### src/rtl/fps_pkg.sv
package fps_pkg;
    localparam int MIN_FRAME_BITS = 4;

    typedef enum logic [1:0] {
        ST_IDLE  = 2'd0,
        ST_SYNC  = 2'd1,
        ST_SHIFT = 2'd2
    } fps_state_e;
endpackage

### src/rtl/fps_divider.sv
module fps_divider #(
    parameter int DIV_W = 8
) (
    input  logic             clk,
    input  logic             rst_n,
    input  logic             run,
    input  logic [DIV_W-1:0] half,
    output logic             tick
);
    logic [DIV_W-1:0] cnt;

    assign tick = run && (cnt == half - DIV_W'(1));

    always_ff @(posedge clk) begin
        if (!rst_n || !run) begin
            cnt <= '0;
        end else if (tick) begin
            cnt <= '0;
        end else begin
            cnt <= cnt + DIV_W'(1);
        end
    end
endmodule

### src/rtl/fps_rxshift.sv
module fps_rxshift #(
    parameter int WIDTH = 16
) (
    input  logic             clk,
    input  logic             rst_n,
    input  logic             clear,
    input  logic             sample,
    input  logic             last,
    input  logic             bit_in,
    output logic [WIDTH-1:0] word,
    output logic             valid
);
    logic [WIDTH-1:0] sh;
    logic [WIDTH-1:0] sh_next;

    assign sh_next = {sh[WIDTH-2:0], bit_in};

    always_ff @(posedge clk) begin
        if (!rst_n) begin
            sh    <= '0;
            word  <= '0;
            valid <= 1'b0;
        end else begin
            valid <= 1'b0;
            if (clear) begin
                sh <= '0;
            end else if (sample) begin
                sh <= sh_next;
                if (last) begin
                    word  <= sh_next;
                    valid <= 1'b1;
                end
            end
        end
    end


    rx_pulse_chk: assert property (@(posedge clk) disable iff (!rst_n)
        valid |=> !valid);
endmodule

### src/rtl/fps_master.sv
module fps_master #(
    parameter int MAX_BITS = 16,
    parameter int DIV_W    = 8
) (
    input  logic                        clk,
    input  logic                        rst_n,
    input  logic [$clog2(MAX_BITS)-1:0] cfg_size,
    input  logic [DIV_W-1:0]            cfg_half,
    input  logic [MAX_BITS-1:0]         tx_data,
    input  logic                        tx_valid,
    output logic                        tx_ready,
    output logic [MAX_BITS-1:0]         rx_data,
    output logic                        rx_valid,
    output logic                        sclk,
    output logic                        fss,
    output logic                        txd,
    input  logic                        rxd
);
    import fps_pkg::*;

    localparam int              SIZE_W    = $clog2(MAX_BITS);
    localparam logic [SIZE_W-1:0] MIN_FIELD = SIZE_W'(MIN_FRAME_BITS - 1);
    localparam logic [DIV_W-1:0]  MIN_HALF  = DIV_W'(1);

    fps_state_e          state, state_nx;
    logic [SIZE_W-1:0]   idx;
    logic [SIZE_W-1:0]   size_q;
    logic [DIV_W-1:0]    half_q;
    logic [MAX_BITS-1:0] tx_q;
    logic                pend;
    logic                sclk_q, fss_q, txd_q;
    logic                tick, rise_tick, fall_tick;
    logic                accept;
    logic                rx_clear, rx_sample;

    function automatic logic [SIZE_W-1:0] clamp_size(input logic [SIZE_W-1:0] s);
        return (s < MIN_FIELD) ? MIN_FIELD : s;
    endfunction

    function automatic logic [DIV_W-1:0] clamp_half(input logic [DIV_W-1:0] h);
        return (h < MIN_HALF) ? MIN_HALF : h;
    endfunction

    fps_divider #(.DIV_W(DIV_W)) div_i (
        .clk   (clk),
        .rst_n (rst_n),
        .run   (state != ST_IDLE),
        .half  (half_q),
        .tick  (tick)
    );

    assign rise_tick = tick && !sclk_q;
    assign fall_tick = tick && sclk_q;

    assign tx_ready = (state == ST_IDLE) ||
                      (state == ST_SHIFT && rise_tick && idx == SIZE_W'(1));
    assign accept   = tx_valid && tx_ready;

    // State register
    always_ff @(posedge clk) begin
        if (!rst_n) begin
            state <= ST_IDLE;
        end else begin
            state <= state_nx;
        end
    end

    // Transitions
    always_comb begin
        state_nx = state;
        unique case (state)
            ST_IDLE:  if (tx_valid) state_nx = ST_SYNC;
            ST_SYNC:  if (rise_tick) state_nx = ST_SHIFT;
            ST_SHIFT: if (rise_tick && idx == '0 && !pend) state_nx = ST_IDLE;
            default:  state_nx = ST_IDLE;
        endcase
    end

    // Outputs and datapath
    always_ff @(posedge clk) begin
        if (!rst_n) begin
            idx    <= '0;
            size_q <= MIN_FIELD;
            half_q <= MIN_HALF;
            tx_q   <= '0;
            pend   <= 1'b0;
            sclk_q <= 1'b0;
            fss_q  <= 1'b0;
            txd_q  <= 1'b0;
        end else begin
            if (accept) begin
                tx_q   <= tx_data;
                size_q <= clamp_size(cfg_size);
                fss_q  <= 1'b1;
                if (state == ST_IDLE) begin
                    half_q <= clamp_half(cfg_half);
                    sclk_q <= 1'b1;
                end else begin
                    pend <= 1'b1;
                end
            end
            if (fall_tick) begin
                sclk_q <= 1'b0;
            end
            if (rise_tick) begin
                if (state == ST_SYNC) begin
                    sclk_q <= 1'b1;
                    fss_q  <= 1'b0;
                    txd_q  <= tx_q[size_q];
                    idx    <= size_q;
                end else if (state == ST_SHIFT) begin
                    if (idx != '0) begin
                        sclk_q <= 1'b1;
                        idx    <= idx - SIZE_W'(1);
                        txd_q  <= tx_q[idx - SIZE_W'(1)];
                    end else if (pend) begin
                        sclk_q <= 1'b1;
                        fss_q  <= 1'b0;
                        pend   <= 1'b0;
                        txd_q  <= tx_q[size_q];
                        idx    <= size_q;
                    end else begin
                        txd_q <= 1'b0;
                    end
                end
            end
        end
    end

    assign rx_clear  = rise_tick && (state == ST_SYNC ||
                       (state == ST_SHIFT && idx == '0 && pend));
    assign rx_sample = fall_tick && (state == ST_SHIFT);

    fps_rxshift #(.WIDTH(MAX_BITS)) rx_i (
        .clk    (clk),
        .rst_n  (rst_n),
        .clear  (rx_clear),
        .sample (rx_sample),
        .last   (idx == '0),
        .bit_in (rxd),
        .word   (rx_data),
        .valid  (rx_valid)
    );

    assign sclk = sclk_q;
    assign fss  = fss_q;
    assign txd  = txd_q;


    idle_quiet_chk: assert property (@(posedge clk) disable iff (!rst_n)
        (state == ST_IDLE) |-> (!sclk_q && !fss_q && !txd_q && tx_ready));


    pulse_start_chk: assert property (@(posedge clk) disable iff (!rst_n)
        $rose(fss_q) |-> $rose(sclk_q));


    pulse_end_chk: assert property (@(posedge clk) disable iff (!rst_n)
        $fell(fss_q) |-> $rose(sclk_q));


    txd_on_rise_chk: assert property (@(posedge clk) disable iff (!rst_n)
        (state != ST_IDLE && !$stable(txd_q)) |-> $rose(sclk_q));


    rx_on_fall_chk: assert property (@(posedge clk) disable iff (!rst_n)
        rx_valid |-> $fell(sclk_q));
endmodule

### config.mk
export PLATFORM = sky130hd
export DESIGN_NAME = fps_master
export DESIGN_NICKNAME = d
export VERILOG_FILES = /design/src/rtl/fps_pkg.sv /design/src/rtl/fps_divider.sv /design/src/rtl/fps_rxshift.sv /design/src/rtl/fps_master.sv
export SDC_FILE = /design/constraint.sdc
export NUM_CORES = 1
export LEC_CHECK = 0
export BUFFER_PORTS_ARGS = -buffer_cell sky130_fd_sc_hd__buf_2
export CELL_PAD_IN_SITES_DETAIL_PLACEMENT = 1
export CELL_PAD_IN_SITES_GLOBAL_PLACEMENT = 1
export CORE_ASPECT_RATIO = 1.2
export CORE_MARGIN = 2
export CORE_UTILIZATION = 44
export CTS_CLUSTER_SIZE = 16
export DETAILED_ROUTE_END_ITERATION = 6
export PLACE_DENSITY_LB_ADDON = 0.1
export SLEW_MARGIN = 0
export SYNTH_ARGS = -nofsm -noshare
export SYNTH_HDL_FRONTEND = slang
export SYNTH_HIERARCHICAL = 1
export SYNTH_SLANG_ARGS = --single-unit
### constraint.sdc
create_clock -name clk -period 3.8 [get_ports clk]
set_clock_uncertainty 0.2 [all_clocks]
set_input_delay 0.76 -clock clk [delete_from_list [all_inputs] [get_ports clk]]
set_output_delay 0.76 -clock clk [all_outputs]
set_load 0.01 [all_outputs]
Word-level counts from Yosys, hierarchy flattened
Cells that the tools add are included.
{"block": "word_totals", "regBits": 78, "latch_bits": 0, "ramBits": 0, "romBits": 0, "input_bits": 32, "output_inout_bits": 21, "word_cells": 103, "n_memories": 0}
{"block": "op_classes", "n_addsub": 3, "n_mul": 0, "n_div": 0, "magnitude_cmp": 4, "n_eq_ne": 7, "shifts": 0, "mux": 40, "bitwise": 3, "n_reduce_logical": 33}
{"operator": "$mux W1", "count": 28}
{"operator": "$mux W4", "count": 5}
{"operator": "$logic_and A1 B1 Y1", "count": 12}
{"operator": "$lt A4 B5 Y1 const B", "count": 2}
{"operator": "$reduce_and A3 Y1", "count": 3}
{"operator": "$add A8 B1 Y8 const B", "count": 1}
{"operator": "$bmux W1 S4", "count": 2}
{"operator": "$eq A8 B8 Y1", "count": 1}
{"operator": "$lt A8 B1 Y1 const B", "count": 1}
{"operator": "$mux W8", "count": 1}
{"operator": "$sub A8 B1 Y8 const B", "count": 1}
{"operator": "$mux W2", "count": 3}
{"operator": "$ne A2 B2 Y1 const B", "count": 3}
{"operator": "$pmux W2 S3", "count": 1}
{"operator": "$eq A4 B1 Y1 const B", "count": 1}
{"operator": "$logic_not A1 Y1", "count": 4}
{"operator": "$logic_not A4 Y1", "count": 1}
{"operator": "$lt A4 B2 Y1 const B", "count": 1}
{"operator": "$reduce_and A2 Y1", "count": 2}
{"operator": "$reduce_bool A2 Y1", "count": 2}
{"operator": "$reduce_bool A4 Y1", "count": 1}
{"operator": "$reduce_or A2 Y1", "count": 2}
{"operator": "$sub A4 B1 Y4 const B", "count": 1}
{"operator": "$logic_or A1 B1 Y1", "count": 3}
{"operator": "other kinds (6)", "count": 8}

Depth between registers and ports, before layout
Gate-level depths: netlist of the first run.
{"block": "logic_depth", "depth_word": 15, "depth_mapped": 13, "ltp_nobuf": 12}

Hierarchy
The synthesis of the first run kept the hierarchy.
{"module": "fps_master", "instances": 1, "cells_each": 231, "area_each_um2": 2073.2}
{"module": "fps_rxshift", "instances": 1, "cells_each": 124, "area_each_um2": 1221.2}
{"module": "fps_divider", "instances": 1, "cells_each": 65, "area_each_um2": 571.8}

Worst setup path after synthesis of the first run
Ideal clock, no wire load.
{"block": "synth_timing", "path_type": "reg-to-output", "startpoint": "reg half_q[0]", "endpoint": "out tx_ready", "arrival_ns": 2.263, "required_ns": 2.840, "slack_ns": 0.577, "stages_incl_launch_ff": 10, "path_buffers": 0, "path_cell_list": "dfxtp_1 inv_1 ha_1 xnor2_1 a21oi_1 o2111ai_1 nor4_4 and2_1 nor2b_1 a41o_1"}
{"block": "synth_between", "elab_chain_cells": 7}
{"item": "from (decl)", "line_no": "fps_master.sv:28", "rtl": "logic [DIV_W-1:0] half_q;"}
{"item": "from (signal assigned)", "line_no": "fps_master.sv:96", "rtl": "half_q <= clamp_half(cfg_half);"}
{"item": "$sub A8 B1 Y8", "line_no": "fps_divider.sv:12", "rtl": "assign tick = run && (cnt == half - DIV_W'(1));"}
{"item": "$eq A8 B8 Y1", "line_no": "fps_divider.sv:12"}
{"item": "$logic_and A1 B1 Y1", "line_no": "fps_divider.sv:12"}
{"item": "via tick", "line_no": "fps_master.sv:32", "rtl": "logic tick, rise_tick, fall_tick;"}
{"item": "$logic_and A1 B1 Y1", "line_no": "fps_master.sv:52", "rtl": "assign rise_tick = tick && !sclk_q;"}
{"item": "$logic_and A1 B1 Y1 (2 in series)", "line_no": "fps_master.sv:56", "rtl": "(state == ST_SHIFT && rise_tick && idx == SIZE_W'(1));"}
{"item": "$logic_or A1 B1 Y1", "line_no": "fps_master.sv:55", "rtl": "assign tx_ready = (state == ST_IDLE) ||"}
{"item": "to (decl)", "line_no": "fps_master.sv:11", "rtl": "output logic tx_ready,"}
The timed path passes the listed nets, and every way through them passes these cells.

Worst setup path in the final report of the first run
{"block": "layout_timing", "startpoint": "reg half_q[1]", "endpoint": "out tx_ready"}
Same word-level chain as after synthesis.

==> metrics.cfg, run 1 <==
[critical_path]
cpPeakStageDelay_ns=0.42
crit_chain=inv_1 -> ha_1 -> xnor2_1 -> a21oi_1 -> o2111ai_1 -> nor4_4 -> buf_4 -> and2_1 -> nor2b_1 -> a41o_1 -> buf_2
critPathLaunchType=flip-flop
regToRegEndpoint=rx_i/sh[10]
crit_path_end_kind=primary output
rrSetupSlack_ns=0.59
arrival_ns=2.64
slowest_stage=dfxtp_1
critPathKind=flip-flop to primary output
reg2reg_depth=13
worstReg2RegStart=half_q[1]
worst-path-buf-inv=3
cp.required_ns=2.84
cp_top_family=simple AND/OR/NAND/NOR gates
path_max_fanout=9

[synth]
synth-async-reset-ratio=0
syn_nets=460
synth_xor_area_frac=0.0408
yosys.area_share.adder=0.0259
synth-compound-area-share=0.127
yosys-mux-area-fraction=0.141
synth_top_family_by_area=simple AND/OR/NAND/NOR gates
synth_area_leaders=dfxtp_1 40%, mux2i_1 9.8%, nand2_1 9.4%, a21boi_0 5.6%, nor2_1 3.0%
synthSimpleGateAreaFrac=0.207
synth-seq-cells=78
ys.flop_type=dfxtp_1
ys_types=59
synth_area_leader_cell=dfxtp_1
yosys.area.top_type_share=0.404
synth_edf_count=0
netlist_area_mm2=0.00387
synth_cells=420
syn_avg_cell_area_um2=9.21
ys_seq_area_frac=0.404
yosysWarnings=6

[clocking]
clock_sinks=78
cts_htree_levels=3
insertion_delay_ns=0.35
cts_tree=yes
cts-buffers-inserted=9
clockBufferDepth=2
post-cts-setup-buffers=0
postCtsHoldBufs=0
cts_root_buffer=clkbuf_8
path_clk_slew_ns=0.08
post_cts_resize_count=0

[sta]
hold_viol_final=0
fin_crit_ns=3.60
timing.fmax_ghz=0.278
fin_crit_sh=0.947
worst_hold_slack_ns=0.258
timing_worst_slew_pin_value_ns=0.634
slew_violations=0
max_slew_margin=0.578
setup_viol=0

[power]
power_frac_comb=0.255
peakVddDrop_mv=0.256
p_int_mw=1.52
power_frac_clock=0.312
power.density_mw_per_mm2=513
total_power_mw=2.25
swShare=0.324
seq_power_share=0.433
p_leak_nw=1.70
power_switching_uw=729

[route]
wl_per_cell_um=14.8
routed_via_density=5.21
first_pass_iters=7
wl_mm=8.71
drc=0
num_vias=3075
drt_iter0_drc=88
postRouteAntennaNets=0

[grt]
grt_overflow_total=0
grt_pass1_vias=3177
antenna_found_initial=0
grt_use_total=0.200
grt_use_met1=0.236
grt_start_max_net_pins=25
gr-usage-met3=0.0300
grt.busiest_layer=met2
use_met2=0.352
grt_pass1_wl_mm=14.9

[worst_hold_path]
hp-class=flip-flop to flip-flop
worstHoldStart=rx_i/word[0]
min_to=rx_i/word[0]
holdPathStages=2

[cells_and_area]
fin_cells=590
finalNetCount=508
layout_commonest_cell=nand2_1
final_cell_mix=97 x nand2_1, 77 x dfxtp_1, 52 x buf_2
layout-drive-gt1-share=0.197
syn_to_final_growth_pct=13.3
diodes=0

[job]
drv_cap=0

[placement]
place.gp.congestion=0.838
dp_cells=574
hpwl_mm=6.40
portBuffers=52

[floorplanning]
rows=37
dieArea_mm2=0.00956
start_util=0.451
ioPinCount=53
die_w_um=89.6
die_h_um=107
core_mm2=0.00856

[outcome]
status=finished clean

-- logic make-up (layout without fill, tap and decap cells) --
| family | Yosys count | in the layout |
|---|---|---|
| multiplexers | 46 | 46 |
| XOR/XNOR | 18 | 18 |
| AO/OA/AOI/OAI | 67 | 67 |
| AND/OR/NAND/NOR | 172 | 172 |
| buffers and inverters | 31 | 84 |
| adder cells (fa/ha/maj) | 8 | 8 |
| flip-flops | 78 | 78 |
-- power groups by stage --
stage	sequential, mW	clock, mW	combinational, mW
2_1_floorplan	0.964	0	0.458
3_3_place_gp	0.989	0	0.564
3_5_place_dp	0.995	0	0.580
4_1_cts	0.976	0.721	0.585
5_1_grt	0.987	0.756	0.659
6_report	0.974	0.702	0.574
-- registers in the layout, indices dropped and copies added, names as in the netlist --
signal,count
rx_i/word,16
tx_q,16
rx_i/sh,15
div_i/cnt,8
half_q,8
idx,4
size_q,4
state,2
fss,1
pend,1
rx_i/valid,1
sclk,1
txd,1
-- stage by stage --
| stage | instance area, µm² | setup slack [ns] | utilization | setup TNS, ns |
|---|---|---|---|---|
| finish | 4380 | 0.200 | 0.511 | 0 |
| global route | 4380 | -0.000228 | 0.511 | -0.000228 |
| global placement | 4160 | 0.569 | 0.485 | 0 |
| detailed placement | 4160 | 0.505 | 0.485 | 0 |
| floorplan | 3870 | 0.577 | - | 0 |
| CTS | 4380 | 0.0947 | 0.511 | 0 |
-- per-layer routing --
metal  wire length [µm]  part of all wire  up-vias
met5                  0                 0        -
met4                173             0.020        0
met2               4540              0.52       40
li1                   -                 -     1540
met1               3800              0.44     1482
met3                196             0.022       13
-- synth_stat cells (2+ instances only) --
library cell / n
nand2_1: 97
dfxtp_1: 78
mux2i_1: 38
nor2_1: 31
a21boi_0: 29
xnor2_1: 13
clkbuf_1: 11
a211oi_1: 8
ha_1: 8
o21ai_0: 8
inv_1: 7
nor3_1: 7
a21oi_1: 6
buf_2: 6
nor2b_1: 5
xor2_1: 5
and2_1: 4
mux4_2: 4
and3_1: 3
buf_6: 3
nand2b_1: 3
nand3_1: 3
nor4_1: 3
mux2_2: 2
mux4_1: 2
nand3b_1: 2
o211a_1: 2
-- final cells by class --
cell class	count	area [µm²]
Inverter	7	26.3
Sequential cell	78	1560
Multi-Input combinational cell	311	2090
Clock inverter	5	81.3
Fill cell	1038	4180
Tap cell	117	146
Timing Repair Buffer	61	328
Clock buffer	11	141
-- how the worst max path moves through the flow --
stage	start	to	slack, ns	depth (start not counted)
final	half_q[1]	tx_ready	0.20	11
after global routing	half_q[0]	tx_ready	-0.0002	11
after CTS	half_q[0]	tx_ready	0.09	11
after detailed placement	half_q[0]	tx_ready	0.51	11
after global placement	half_q[0]	tx_ready	0.57	11
after floorplan	half_q[0]	tx_ready	0.58	9
-- tightest hold or removal path, stage by stage, from the launching register on --
cell and delay (ns):
dfxtp_1 0.31, nand2_1 0.05, mux2i_1 0.05
No activity file was read; power rests on OpenSTA's default activity.
==> inputs of run 2 (changes only) <==
==> constraint.sdc (replaced) <==
create_clock -name clk -period 3.8 [get_ports clk]
set_clock_uncertainty 0.2 [all_clocks]
set_input_delay 0.19 -clock clk [delete_from_list [all_inputs] [get_ports clk]]
set_output_delay 0.19 -clock clk [all_outputs]
set_load 0.01 [all_outputs]
==> metrics.cfg, run 2 (synthesis results as in run 1) <==
[cells_and_area]
final_cell_mix=97 x nand2_1, 78 x dfxtp_1, 52 x buf_2
syn_to_final_growth_pct=19.4
layout_commonest_cell=nand2_1
multiInputGateArea_mm2=0.00210
regArea_mm2=0.00156
layout-drive-gt1-share=0.181
top_regs=rx_i/word x16, tx_q x16, rx_i/sh x15
diodes=0
finalNetCount=533
design_area_mm2=0.00461
nFillCells=1009

[critical_path]
arrival_ns=3.37
path_max_fanout=10
crit_path_end_kind=flip-flop
critPathLaunchType=flip-flop
critPathKind=flip-flop to flip-flop
cp.required_ns=3.88
rrSetupSlack_ns=0.50

[route]
drt_iter0_drc=96
drc=0
first_pass_iters=4
wl_per_cell_um=15.1
num_vias=3172
wl_mm=9.29
routed_via_density=5.16
postRouteAntennaNets=0

[power]
power_frac_comb=0.274
power.density_mw_per_mm2=476
p_leak_nw=1.79
power_switching_uw=789
power_frac_clock=0.282
p_int_mw=1.41
total_power_mw=2.19
swShare=0.360
peakVddDrop_mv=0.231
seq_power_share=0.444

[worst_hold_path]
hp-class=primary input to flip-flop

[placement]
hpwl_mm=6.29
portBuffers=52
post-place-ws_ns=0.295
place_area_mm2=0.00413
place.gp.congestion=0.844

[floorplanning]
core_mm2=0.00856
rows=37
start_util=0.451
die_h_um=107
die_w_um=89.6
ioPinCount=53
dieArea_mm2=0.00956

[clocking]
cts_tree=yes
insertion_delay_ns=0.35
post-cts-setup-buffers=0
path_clk_slew_ns=0.10
cts_htree_levels=3
cts_root_buffer=clkbuf_8
clockBufferDepth=2
clock_sinks=78
cts-buffers-inserted=9

[grt]
antenna_found_initial=0
grt_start_max_net_pins=45
grt_pass1_vias=3351
grt_pass1_wl_mm=15.9
grt_use_total=0.212
grt_overflow_total=0

[sta]
hold_viol_final=0
grt_setup_unrepaired=no
setup_tns_ns=0
fin_crit_sh=0.868
max_slew_margin=0.513
setup_viol=0
slew_violations=0
worst_hold_slack_ns=0.168
timing.fmax_ghz=0.303
timing_worst_slew_pin_value_ns=0.731
layout_setup_ws_ns=0.503
fin_crit_ns=3.30

[outcome]
status=finished clean

[job]
drv_cap=0

run 2: critical path, cell delays in order, from the launching register on:
cell,delay [ns]
dfxtp_1,0.45
inv_1,0.07
ha_1,0.28
xnor2_1,0.17
and4b_1,0.20
a41oi_1,0.04
nand2_1,0.26
and2_1,0.23
nor2b_1,0.36
o211ai_2,0.30
or3b_2,0.50
a21boi_0,0.17
run 2: through the flow:
step,utilization,std cells
6_report,0.539,615
5_1_grt,0.539,615
4_1_cts,0.539,615
3_5_place_dp,0.482,570
3_3_place_gp,0.482,570
2_1_floorplan,-,420
run 2: repair_timing:
action,in CTS,in global routing
hold buffers,29,0
hold endpoints to repair,30,0
gates resized for setup,0,1
endpoints found under the setup margin,0,14
run 2: area by class of cell:
type                       count  area share
clock buffer                   9      0.0268
clock inverter                 7      0.0157
inverter                       7     0.00569
multi-input combinational    311       0.454
sequential                    78       0.338
tap                          117      0.0317
timing repair buffer          86       0.127
run 2: power groups by stage:
stage / registers [mW] / logic [mW] / clock network (mW)
after floorplan: 0.964 / 0.458 / 0
after global placement: 0.988 / 0.562 / 0
after detailed placement: 0.992 / 0.580 / 0
after CTS: 0.973 / 0.604 / 0.636
after global routing: 0.986 / 0.676 / 0.677
final: 0.975 / 0.601 / 0.619
run 2: final timing paths:
kind,start,to,cells past startpoint
setup reg to reg,half_q[0],idx[0],11
hold reg to reg,rx_i/word[15],rx_i/word[15],2
setup / recovery,half_q[0],idx[0],11
hold / removal,tx_valid,size_q[2],4
run 2: layer usage:
layer  global-route usage  vias up  wire length [µm]
met5                    0        -                 0
met4               0.0672        0               165
met3               0.0431       15               223
met2                0.376       41              4950
met1                0.250     1525              3950
li1                     -     1591                 -
